===== src/rtl/pcu_pkg.sv =====
package pcu_pkg;
  localparam int EV_W = 3;

  typedef enum logic [EV_W-1:0] {
    EV_STEP   = 3'd0,
    EV_GOTO   = 3'd1,
    EV_CALL   = 3'd2,
    EV_RET    = 3'd3,
    EV_RETLIT = 3'd4,
    EV_RETINT = 3'd5,
    EV_PCLWR  = 3'd6,
    EV_SKIP   = 3'd7
  } pcu_ev_e;
endpackage


===== src/rtl/pcu_ret_stack.sv =====
module pcu_ret_stack #(
  parameter int ADDR_W = 13,
  parameter int DEPTH  = 8
) (
  input  logic              clk,
  input  logic              rst,
  input  logic              push,
  input  logic              pop,
  input  logic [ADDR_W-1:0] push_data,
  output logic [ADDR_W-1:0] tos
);
  localparam int PTR_W = (DEPTH > 1) ? $clog2(DEPTH) : 1;
  localparam logic [PTR_W-1:0] LAST = PTR_W'(DEPTH - 1);

  // Storage has no reset so that it maps onto distributed RAM.
  logic [ADDR_W-1:0] mem [DEPTH];
  logic [PTR_W-1:0]  wr_ptr;
  logic [PTR_W-1:0]  ptr_inc;
  logic [PTR_W-1:0]  ptr_dec;

  always_comb begin
    ptr_inc = (wr_ptr == LAST) ? '0 : wr_ptr + 1'b1;
    ptr_dec = (wr_ptr == '0) ? LAST : wr_ptr - 1'b1;
  end

  always_ff @(posedge clk) begin
    if (push) mem[wr_ptr] <= push_data;
  end

  always_ff @(posedge clk) begin
    if (rst)       wr_ptr <= '0;
    else if (push) wr_ptr <= ptr_inc;
    else if (pop)  wr_ptr <= ptr_dec;
  end

  assign tos = mem[ptr_dec];
endmodule


===== src/rtl/pcu_hold_latch.sv =====
module pcu_hold_latch #(
  parameter int DATA_W = 8
) (
  input  logic              clk,
  input  logic              rst,
  input  logic              accept,
  input  logic              we,
  input  logic [DATA_W-1:0] wdata,
  output logic [DATA_W-1:0] q
);
  always_ff @(posedge clk) begin
    if (rst)               q <= '0;
    else if (accept && we) q <= wdata;
  end
endmodule


===== src/rtl/pcu_next_pc.sv =====
module pcu_next_pc
  import pcu_pkg::*;
#(
  parameter int ADDR_W = 13,
  parameter int LIT_W  = 11,
  parameter int DATA_W = 8
) (
  input  logic                     flush_q,
  input  pcu_ev_e                  ev,
  input  logic [ADDR_W-1:0]        pc_q,
  input  logic [LIT_W-1:0]         lit,
  input  logic [DATA_W-1:0]        pcl_data,
  input  logic [ADDR_W-DATA_W-1:0] latch_hi,
  input  logic [ADDR_W-1:0]        tos,
  output logic [ADDR_W-1:0]        pc_nxt,
  output logic                     push,
  output logic                     pop,
  output logic                     flush_nxt,
  output logic                     gie_nxt
);
  localparam int HI_W  = ADDR_W - DATA_W;
  localparam int JLO   = LIT_W - DATA_W;

  logic [ADDR_W-1:0] seq_pc;
  logic [ADDR_W-1:0] jump_pc;
  logic [ADDR_W-1:0] pcl_pc;

  always_comb begin
    seq_pc  = pc_q + 1'b1;
    jump_pc = {latch_hi[HI_W-1:JLO], lit};
    pcl_pc  = {latch_hi, pcl_data};
  end

  always_comb begin
    pc_nxt    = seq_pc;
    push      = 1'b0;
    pop       = 1'b0;
    flush_nxt = 1'b0;
    gie_nxt   = 1'b0;
    if (!flush_q) begin
      unique case (ev)
        EV_STEP: ;
        EV_GOTO: begin
          pc_nxt    = jump_pc;
          flush_nxt = 1'b1;
        end
        EV_CALL: begin
          pc_nxt    = jump_pc;
          push      = 1'b1;
          flush_nxt = 1'b1;
        end
        EV_RET, EV_RETLIT: begin
          pc_nxt    = tos;
          pop       = 1'b1;
          flush_nxt = 1'b1;
        end
        EV_RETINT: begin
          pc_nxt    = tos;
          pop       = 1'b1;
          flush_nxt = 1'b1;
          gie_nxt   = 1'b1;
        end
        EV_PCLWR: begin
          pc_nxt    = pcl_pc;
          flush_nxt = 1'b1;
        end
        EV_SKIP: flush_nxt = 1'b1;
        default: ;
      endcase
    end
  end
endmodule


===== src/rtl/pc_flow_unit.sv =====
module pc_flow_unit
  import pcu_pkg::*;
#(
  parameter int ADDR_W = 13,
  parameter int LIT_W  = 11,
  parameter int DATA_W = 8,
  parameter int DEPTH  = 8
) (
  input  logic              clk,
  input  logic              rst,
  input  logic [EV_W-1:0]   ev_code,
  input  logic [LIT_W-1:0]  lit,
  input  logic [DATA_W-1:0] pcl_data,
  input  logic              latch_we,
  input  logic [DATA_W-1:0] latch_data,
  output logic [ADDR_W-1:0] fetch_addr,
  output logic [DATA_W-1:0] pcl_rd,
  output logic [DATA_W-1:0] latch_q,
  output logic              flush,
  output logic              gie_set
);
  localparam int HI_W = ADDR_W - DATA_W;

  logic [ADDR_W-1:0] pc_q;
  logic [ADDR_W-1:0] pc_nxt;
  logic [ADDR_W-1:0] tos;
  logic              flush_q;
  logic              flush_nxt;
  logic              gie_q;
  logic              gie_nxt;
  logic              push;
  logic              pop;

  pcu_hold_latch #(.DATA_W(DATA_W)) u_latch (
    .clk    (clk),
    .rst    (rst),
    .accept (!flush_q),
    .we     (latch_we),
    .wdata  (latch_data),
    .q      (latch_q)
  );

  pcu_ret_stack #(.ADDR_W(ADDR_W), .DEPTH(DEPTH)) u_stack (
    .clk       (clk),
    .rst       (rst),
    .push      (push),
    .pop       (pop),
    .push_data (pc_q),
    .tos       (tos)
  );

  pcu_next_pc #(.ADDR_W(ADDR_W), .LIT_W(LIT_W), .DATA_W(DATA_W)) u_next (
    .flush_q   (flush_q),
    .ev        (pcu_ev_e'(ev_code)),
    .pc_q      (pc_q),
    .lit       (lit),
    .pcl_data  (pcl_data),
    .latch_hi  (latch_q[HI_W-1:0]),
    .tos       (tos),
    .pc_nxt    (pc_nxt),
    .push      (push),
    .pop       (pop),
    .flush_nxt (flush_nxt),
    .gie_nxt   (gie_nxt)
  );

  always_ff @(posedge clk) begin
    if (rst) begin
      pc_q    <= '0;
      flush_q <= 1'b0;
      gie_q   <= 1'b0;
    end else begin
      pc_q    <= pc_nxt;
      flush_q <= flush_nxt;
      gie_q   <= gie_nxt;
    end
  end

  assign fetch_addr = pc_q;
  assign pcl_rd     = pc_q[DATA_W-1:0];
  assign flush      = flush_q;
  assign gie_set    = gie_q;
endmodule


===== config.mk =====
export PLATFORM = sky130hd
export DESIGN_NAME = pc_flow_unit
export DESIGN_NICKNAME = d
export VERILOG_FILES = /design/src/rtl/pcu_pkg.sv /design/src/rtl/pcu_ret_stack.sv /design/src/rtl/pcu_hold_latch.sv /design/src/rtl/pcu_next_pc.sv /design/src/rtl/pc_flow_unit.sv
export SDC_FILE = /design/constraint.sdc
export NUM_CORES = 1
export LEC_CHECK = 0
export BUFFER_PORTS_ARGS = -buffer_cell sky130_fd_sc_hd__buf_2
export CAP_MARGIN = 5
export CORE_MARGIN = 2
export CORE_UTILIZATION = 35
export DETAILED_ROUTE_END_ITERATION = 8
export PLACE_DENSITY = 0.54
export SLEW_MARGIN = 40
export SYNTH_ARGS = -nofsm -noshare
export SYNTH_HDL_FRONTEND = slang
export SYNTH_SLANG_ARGS = --single-unit

===== constraint.sdc =====
create_clock -name clk -period 7.95 [get_ports clk]
set_clock_uncertainty 0.05 [all_clocks]
set_input_delay 2.385 -clock clk [delete_from_list [all_inputs] [get_ports clk]]
set_output_delay 2.385 -clock clk [all_outputs]
set_load 0.05 [all_outputs]

==> results.tsv, run 1 <==
metric	value	unit
fin_crit_sh	0.517	
nNetsFinal	553	
start_kind	input port	
drv_cap	0	
syn_avg_cell_area	12.3	µm²
overflow	0	
ioPinCount	64	
slew_viol_final	0	
insertedDiodeCount	0	
start_util	0.358	
synth-main-ff-cell	edfxtp_1	
tritoncts	built	
firstDrtPassIters	5	
holdCritPathClass	reg -> reg	
drt-total-wl	15000	µm
rsz0062_at_grt	false	
power.total	1.94	mW
viasPerCell	5.13	
die_h	132	µm
synth_async_sr_flop_share	0	
final_cell_mix	edfxtp_1, nand2_1, buf_2	
met1_length	6870	µm
arrival	4100	ps
vias	3815	
drive_gt1_frac	0.229	
synth_cell_types	49	
ys_seq_area_frac	0.638	
die_w	132	µm
cts_sinks	130	
worst_pin_slew	739	ps
cts_root_buf	clkbuf_16	
wl_met3	1020	µm
hold_start	u_latch.q[7]$_SDFFE_PP0P_	
yosys-top-cells-area	edfxtp_1, dfxtp_1, nand2_1	
setup_viol	0	
p_leak	2.55	nW
timing.fmax	243	MHz
powerDensity	286	nW/µm²
finalHoldViolCount	0	
antenna_found_initial	0	
ir_worst_vdd	0.116	mV
dr_wl_met2	6840	µm
status	completed	
max_slew_margin	0.506	
cts_made_buffers	17	
ys_ff_latch	130	
layout_commonest_cell	edfxtp_1	
timing.rr.start	u_stack.wr_ptr[1]$_SDFFE_PP0P_	
syn_inst	465	
grt_pass1_vias	3798	
die_area	17400	µm²
yosysTopAreaCellShare	0.547	
num_rows	46	
drtIter0Drc	313	
clk_latency	410	ps
grt_pass1_wl	22800	µm
antenna_left	0	
cts.clk_slew.worst_paths	50	ps
synth_edf_count	104	
path_class	in -> reg	
hold_buffers	0	
wl_per_cell	20.2	µm
cts_buffer_depth	2	
syn2layout_area_growth	19.0	%
htree_levels	4	
crit_path_end_kind	flop	
crit_start	ev_code[0]	
hpwl	10300	µm
portBuffers	63	
top_layer	met4	
cts-resized-gates	0	
core	15900	µm²
worstPathRequired	7940	ps
cp_max_fo	13	
synth_fp_nets	503	
grt_max_degree	49	
drc	0	
cts_setup_buffers	0	
track_usage	0.177	
setup-tns-final	0	ps
period_minus_slack	4110	ps
yosys.area.top_type	edfxtp_1	
place_congestion	0.871	
ys_warn_count	0	
synth_area	5710	µm²
-- power by group --
| part | internal [mW] | leakage, nW | switching (mW) |
|---|---|---|---|
| Clock | 0.556 | 0.310 | 0.288 |
| Combinational | 0.0777 | 1.08 | 0.196 |
| Sequential | 0.771 | 1.16 | 0.0560 |
-- final timing paths --
check	slack, ps	cells past startpoint	end
setup / recovery	3840	5	u_stack.mem[5][8]$_DFFE_PP_
hold / removal	440	2	u_latch.q[7]$_SDFFE_PP0P_
setup reg to reg	5220	9	fetch_addr[7]$_SDFF_PP0_
hold reg to reg	440	2	u_latch.q[7]$_SDFFE_PP0P_
-- synthesized netlist by cell type, types with 6 or more instances --
master,number
nor2b_1,6
buf_4,14
a32oi_1,14
xnor2_1,7
a31oi_1,9
nand3_1,25
nand2_1,80
nand4_1,11
a21oi_1,8
buf_2,11
dfxtp_1,26
inv_1,11
edfxtp_1,104
nor2_1,29
nor3_1,6
mux2i_1,27
clkbuf_1,6
and3_1,8
-- worst max-delay path, stage by stage --
cell	delay (ps)
buf_2	170
nand2b_1	350
nor3_4	280
nand2_1	260
nor2_2	640
-- routing by layer --
layer,global-route usage,vias up
met5,0,-
met4,0.0598,0
met3,0.0350,16
met2,0.275,144
met1,0.250,1834
li1,-,1821
-- logic make-up after synthesis --
| kind of cell | count (synthesis) | share of synthesized area |
|---|---|---|
| buffers and inverters | 46 | 0.0458 |
| muxes | 29 | 0.0552 |
| xor gates and xnor gates | 12 | 0.0184 |
| adders and majority gates | 5 | 0.0109 |
| DFF | 130 | 0.638 |
| and+or+nand+nor | 180 | 0.149 |
| AOI/OAI and AO/OA | 63 | 0.0828 |
-- cell type report --
class,instances,area [µm²]
clock buffers,18,429
clock inverters,14,210
fillers,1493,9140
inverters,11,41.3
multi-input cells,289,1860
flip-flops and latches,130,3640
well taps,216,270
repair buffers,66,345
-- registers in the layout, summed over array words and instances, names as in the netlist --
name            cells
u_latch.q           8
u_stack.mem       104
fetch_addr         13
gie_set             1
u_stack.wr_ptr      3
flush               1
-- per-stage QoR --
step	instances	hold WS (ps)	util	area, µm²	setup slack, ps
after floorplan	465	477	-	5710	3490
after global placement	711	420	0.383	6110	3270
after detailed placement	712	428	0.386	6160	3420
after CTS	744	449	0.426	6800	3870
after global routing	744	479	0.426	6800	3680
final	744	439	0.426	6800	3840
(Power assumes the default switching activity.)
==> inputs of run 2 (changes only) <==
--- a/config.mk
+++ b/config.mk
@@ -5,12 +5,13 @@
 export SDC_FILE = /design/constraint.sdc
 export NUM_CORES = 1
 export LEC_CHECK = 0
+export ABC_AREA = 1
 export BUFFER_PORTS_ARGS = -buffer_cell sky130_fd_sc_hd__buf_2
 export CAP_MARGIN = 5
 export CORE_MARGIN = 2
 export CORE_UTILIZATION = 35
 export DETAILED_ROUTE_END_ITERATION = 8
-export PLACE_DENSITY = 0.54
+export PLACE_DENSITY = 0.56
 export SLEW_MARGIN = 40
 export SYNTH_ARGS = -nofsm -noshare
 export SYNTH_HDL_FRONTEND = slang
==> constraint.sdc (replaced) <==
create_clock -name clk -period 3.5 [get_ports clk]
set_clock_uncertainty 0.05 [all_clocks]
set_input_delay 1.05 -clock clk [delete_from_list [all_inputs] [get_ports clk]]
set_output_delay 1.05 -clock clk [all_outputs]
set_load 0.05 [all_outputs]
==> run 2 against run 1 <==
Synthesized area increased by 6.5%. Worst setup slack worse by 3000 ps. Cell area is 7.3% higher. Power is 140% higher. Hold slack got worse by 8.2 ps. Sequential power rose by 120%. Critical endpoint is now fetch_addr[9]$_SDFF_PP0_.
==> results.tsv, run 2 <==
metric	value	unit	change
status	completed		
nNetsFinal	768		+39%
cts-resized-gates	0		unchanged
viasPerCell	4.64		-9.6%
die_area	18500	µm²	+6.3%
wl_per_cell	15.8	µm	-22%
synth_area	6080	µm²	+6.5%
synth-main-ff-cell	edfxtp_1		
timing.fmax	372	MHz	
holdCritPathClass	reg -> reg		
fin_crit_sh	0.769		
cts_root_buf	clkbuf_16		
cts_buffer_depth	2		unchanged
path_cells	inv_2 > ha_1 > ha_1 > inv_2 > nand2_2 > o211ai_1 > nand3_1 > nand3_1 > a21oi_2		
synth_cell_types	31		-37%
drtIter0Drc	294		-6.1%
synthTopCellsByCount	nand2_1, inv_1, edfxtp_1		
hpwl	10400	µm	+0.72%
cts_made_buffers	17		unchanged
swShare	0.287		+0.00956
cp_max_fo	41		+28
drt-total-wl	15300	µm	+2.1%
num_rows	48		+4.3%
seqPwrFrac	0.393		-0.032
synth_edf_count	104		unchanged
start_util	0.355		-0.00294
start_kind	flop		
ir_worst_vdd	0.339	mV	+190%
track_usage	0.176		-0.000961
ys_ff_latch	130		unchanged
worst_pin_slew	786	ps	+46.9 ps
syn_avg_cell_area	9.21	µm²	-25%
largest_register_ff_count	104		unchanged
worst-r2r-cell-count	9		unchanged
setup-tns-final	0	ps	unchanged
drv_cap	0		unchanged
vias	4488		+18%
clk_latency	420	ps	about the same
antenna_found_initial	0		unchanged
worstPathRequired	3760	ps	-4180 ps
crit_path_end_kind	flop		
cts_setup_buffers	0		unchanged
drc	0		unchanged
hold_path_depth	2		unchanged
p_leak	3.32	nW	+30%
synth.most_common_cell	nand2_1		
die_h	136	µm	+3.1%
syn2layout_area_growth	19.9	%	
syn_inst	661		+42%
rsz0062_at_grt	false		
regMostFlops	u_stack.mem		
cts_sinks	130		unchanged
critical_path.max_stage_delay	550	ps	-90 ps
grt_pass1_vias	4343		+14%
critPathSlowestCell	o211ai_1		
max_slew_margin	0.474		-0.0324
hold_buffers	0		unchanged
overflow	0		unchanged
ys_seq_area_frac	0.599		-0.0388
powerDensity	636	nW/µm²	+120%
setup_viol	0		unchanged
power_frac_clock	0.423		-0.011
core	17100	µm²	+7.4%
place_congestion	0.824		-5.3%
arrival	2950	ps	-1150 ps
layout_commonest_cell	nand2_1		
finalHoldViolCount	0		unchanged
drive_gt1_frac	0.180		-0.0488
internal-power	3.31	mW	+140%
grt_max_degree	42		-14%
final_cell_mix	nand2_1, inv_1, edfxtp_1		
cts.clk_slew.worst_paths	50	ps	about the same
synth_fp_nets	699		+39%
power.total	4.64	mW	+140%
tritoncts	built		
insertedDiodeCount	0		unchanged
synth_async_sr_flop_share	0		unchanged
antenna_left	0		unchanged
yosysTopAreaCellShare	0.513		-0.0333
ys_warn_count	0		unchanged
period_minus_slack	2690	ps	
slew_viol_final	0		unchanged
firstDrtPassIters	4		-1
comb_power_share	0.184		+0.043
yosys.area.top_type	edfxtp_1		
grt_pass1_wl	23900	µm	+4.7%
ioPinCount	64		unchanged
die_w	136	µm	+3.1%
yosys-top-cells-area	edfxtp_1, nand2_1, dfxtp_1		
portBuffers	63		unchanged
htree_levels	4		unchanged
path_class	reg -> reg		
p_switching	1.33	mW	+150%
run 2: cell types whose count changed in the layout (fill, tap and decap cells not counted), sizes merged, moves of 9 or more:
cell	delta
nand2	+70
buf	+18
mux2i	-27
o22ai	+12
a32oi	-14
inv	+127
nor2	+9
a31oi	-9
nand3	+75
nand4	-10
run 2: routing by layer:
metal  up-vias  part of all wire  GRT usage
met5         -                 0          0
li1       2255                 -          -
met2       135              0.43      0.261
met4         0             0.023     0.0804
met3        27             0.055     0.0350
met1      2071              0.49      0.250
run 2: power by group through the flow:
stage	clock network (mW)	registers [mW]	logic (mW)
2_1_floorplan	0	1.96	0.491
5_1_grt	2.05	1.83	0.927
3_3_place_gp	0	1.85	0.850
6_report	1.96	1.82	0.853
3_5_place_dp	0	1.85	0.853
4_1_cts	1.98	1.82	0.856
run 2: critical path: cells and delay by family (launching register included):
kind	cells	cell delay [ps]
compound gates	2	620
simple gates	3	760
flops	1	480
buf+inv	2	200
fa+ha+maj	2	450
run 2: stage by stage:
step | hold WS (ps) | area [µm²] | util | cells | worst slack (ps)
floorplan | 459 | 6080 | - | 661 | 941
CTS | 429 | 7290 | 0.426 | 968 | 795
global route | 452 | 7290 | 0.426 | 968 | 586
finish | 431 | 7290 | 0.426 | 968 | 809
detailed placement | 418 | 6640 | 0.388 | 936 | 788
global placement | 412 | 6640 | 0.388 | 936 | 782
run 2: area by class of cell:
type / instances / area, µm²
Sequential cell: 130 / 3640
Timing Repair Buffer: 84 / 473
Clock buffer: 23 / 478
Inverter: 140 / 526
Clock inverter: 9 / 176
Tap cell: 225 / 282
Fill cell: 1659 / 9820
Multi-Input combinational cell: 357 / 1720
run 2: logic make-up after synthesis:
group | Yosys count | synth area share
AO/OA/AOI/OAI | 51 | 0.0541
flip-flops | 130 | 0.599
AND/OR/NAND/NOR | 294 | 0.208
XOR/XNOR | 7 | 0.0101
adder cells (fa/ha/maj) | 5 | 0.0103
buffers and inverters | 174 | 0.119
run 2: worst paths after layout:
check,slack [ps],to,startpoint
setup / recovery,810,fetch_addr[9]$_SDFF_PP0_,u_stack.wr_ptr[0]$_SDFFE_PP0P_
hold / removal,430,u_latch.q[2]$_SDFFE_PP0P_,u_latch.q[2]$_SDFFE_PP0P_
setup reg to reg,810,fetch_addr[9]$_SDFF_PP0_,u_stack.wr_ptr[0]$_SDFFE_PP0P_
hold reg to reg,430,u_latch.q[2]$_SDFFE_PP0P_,u_latch.q[2]$_SDFFE_PP0P_
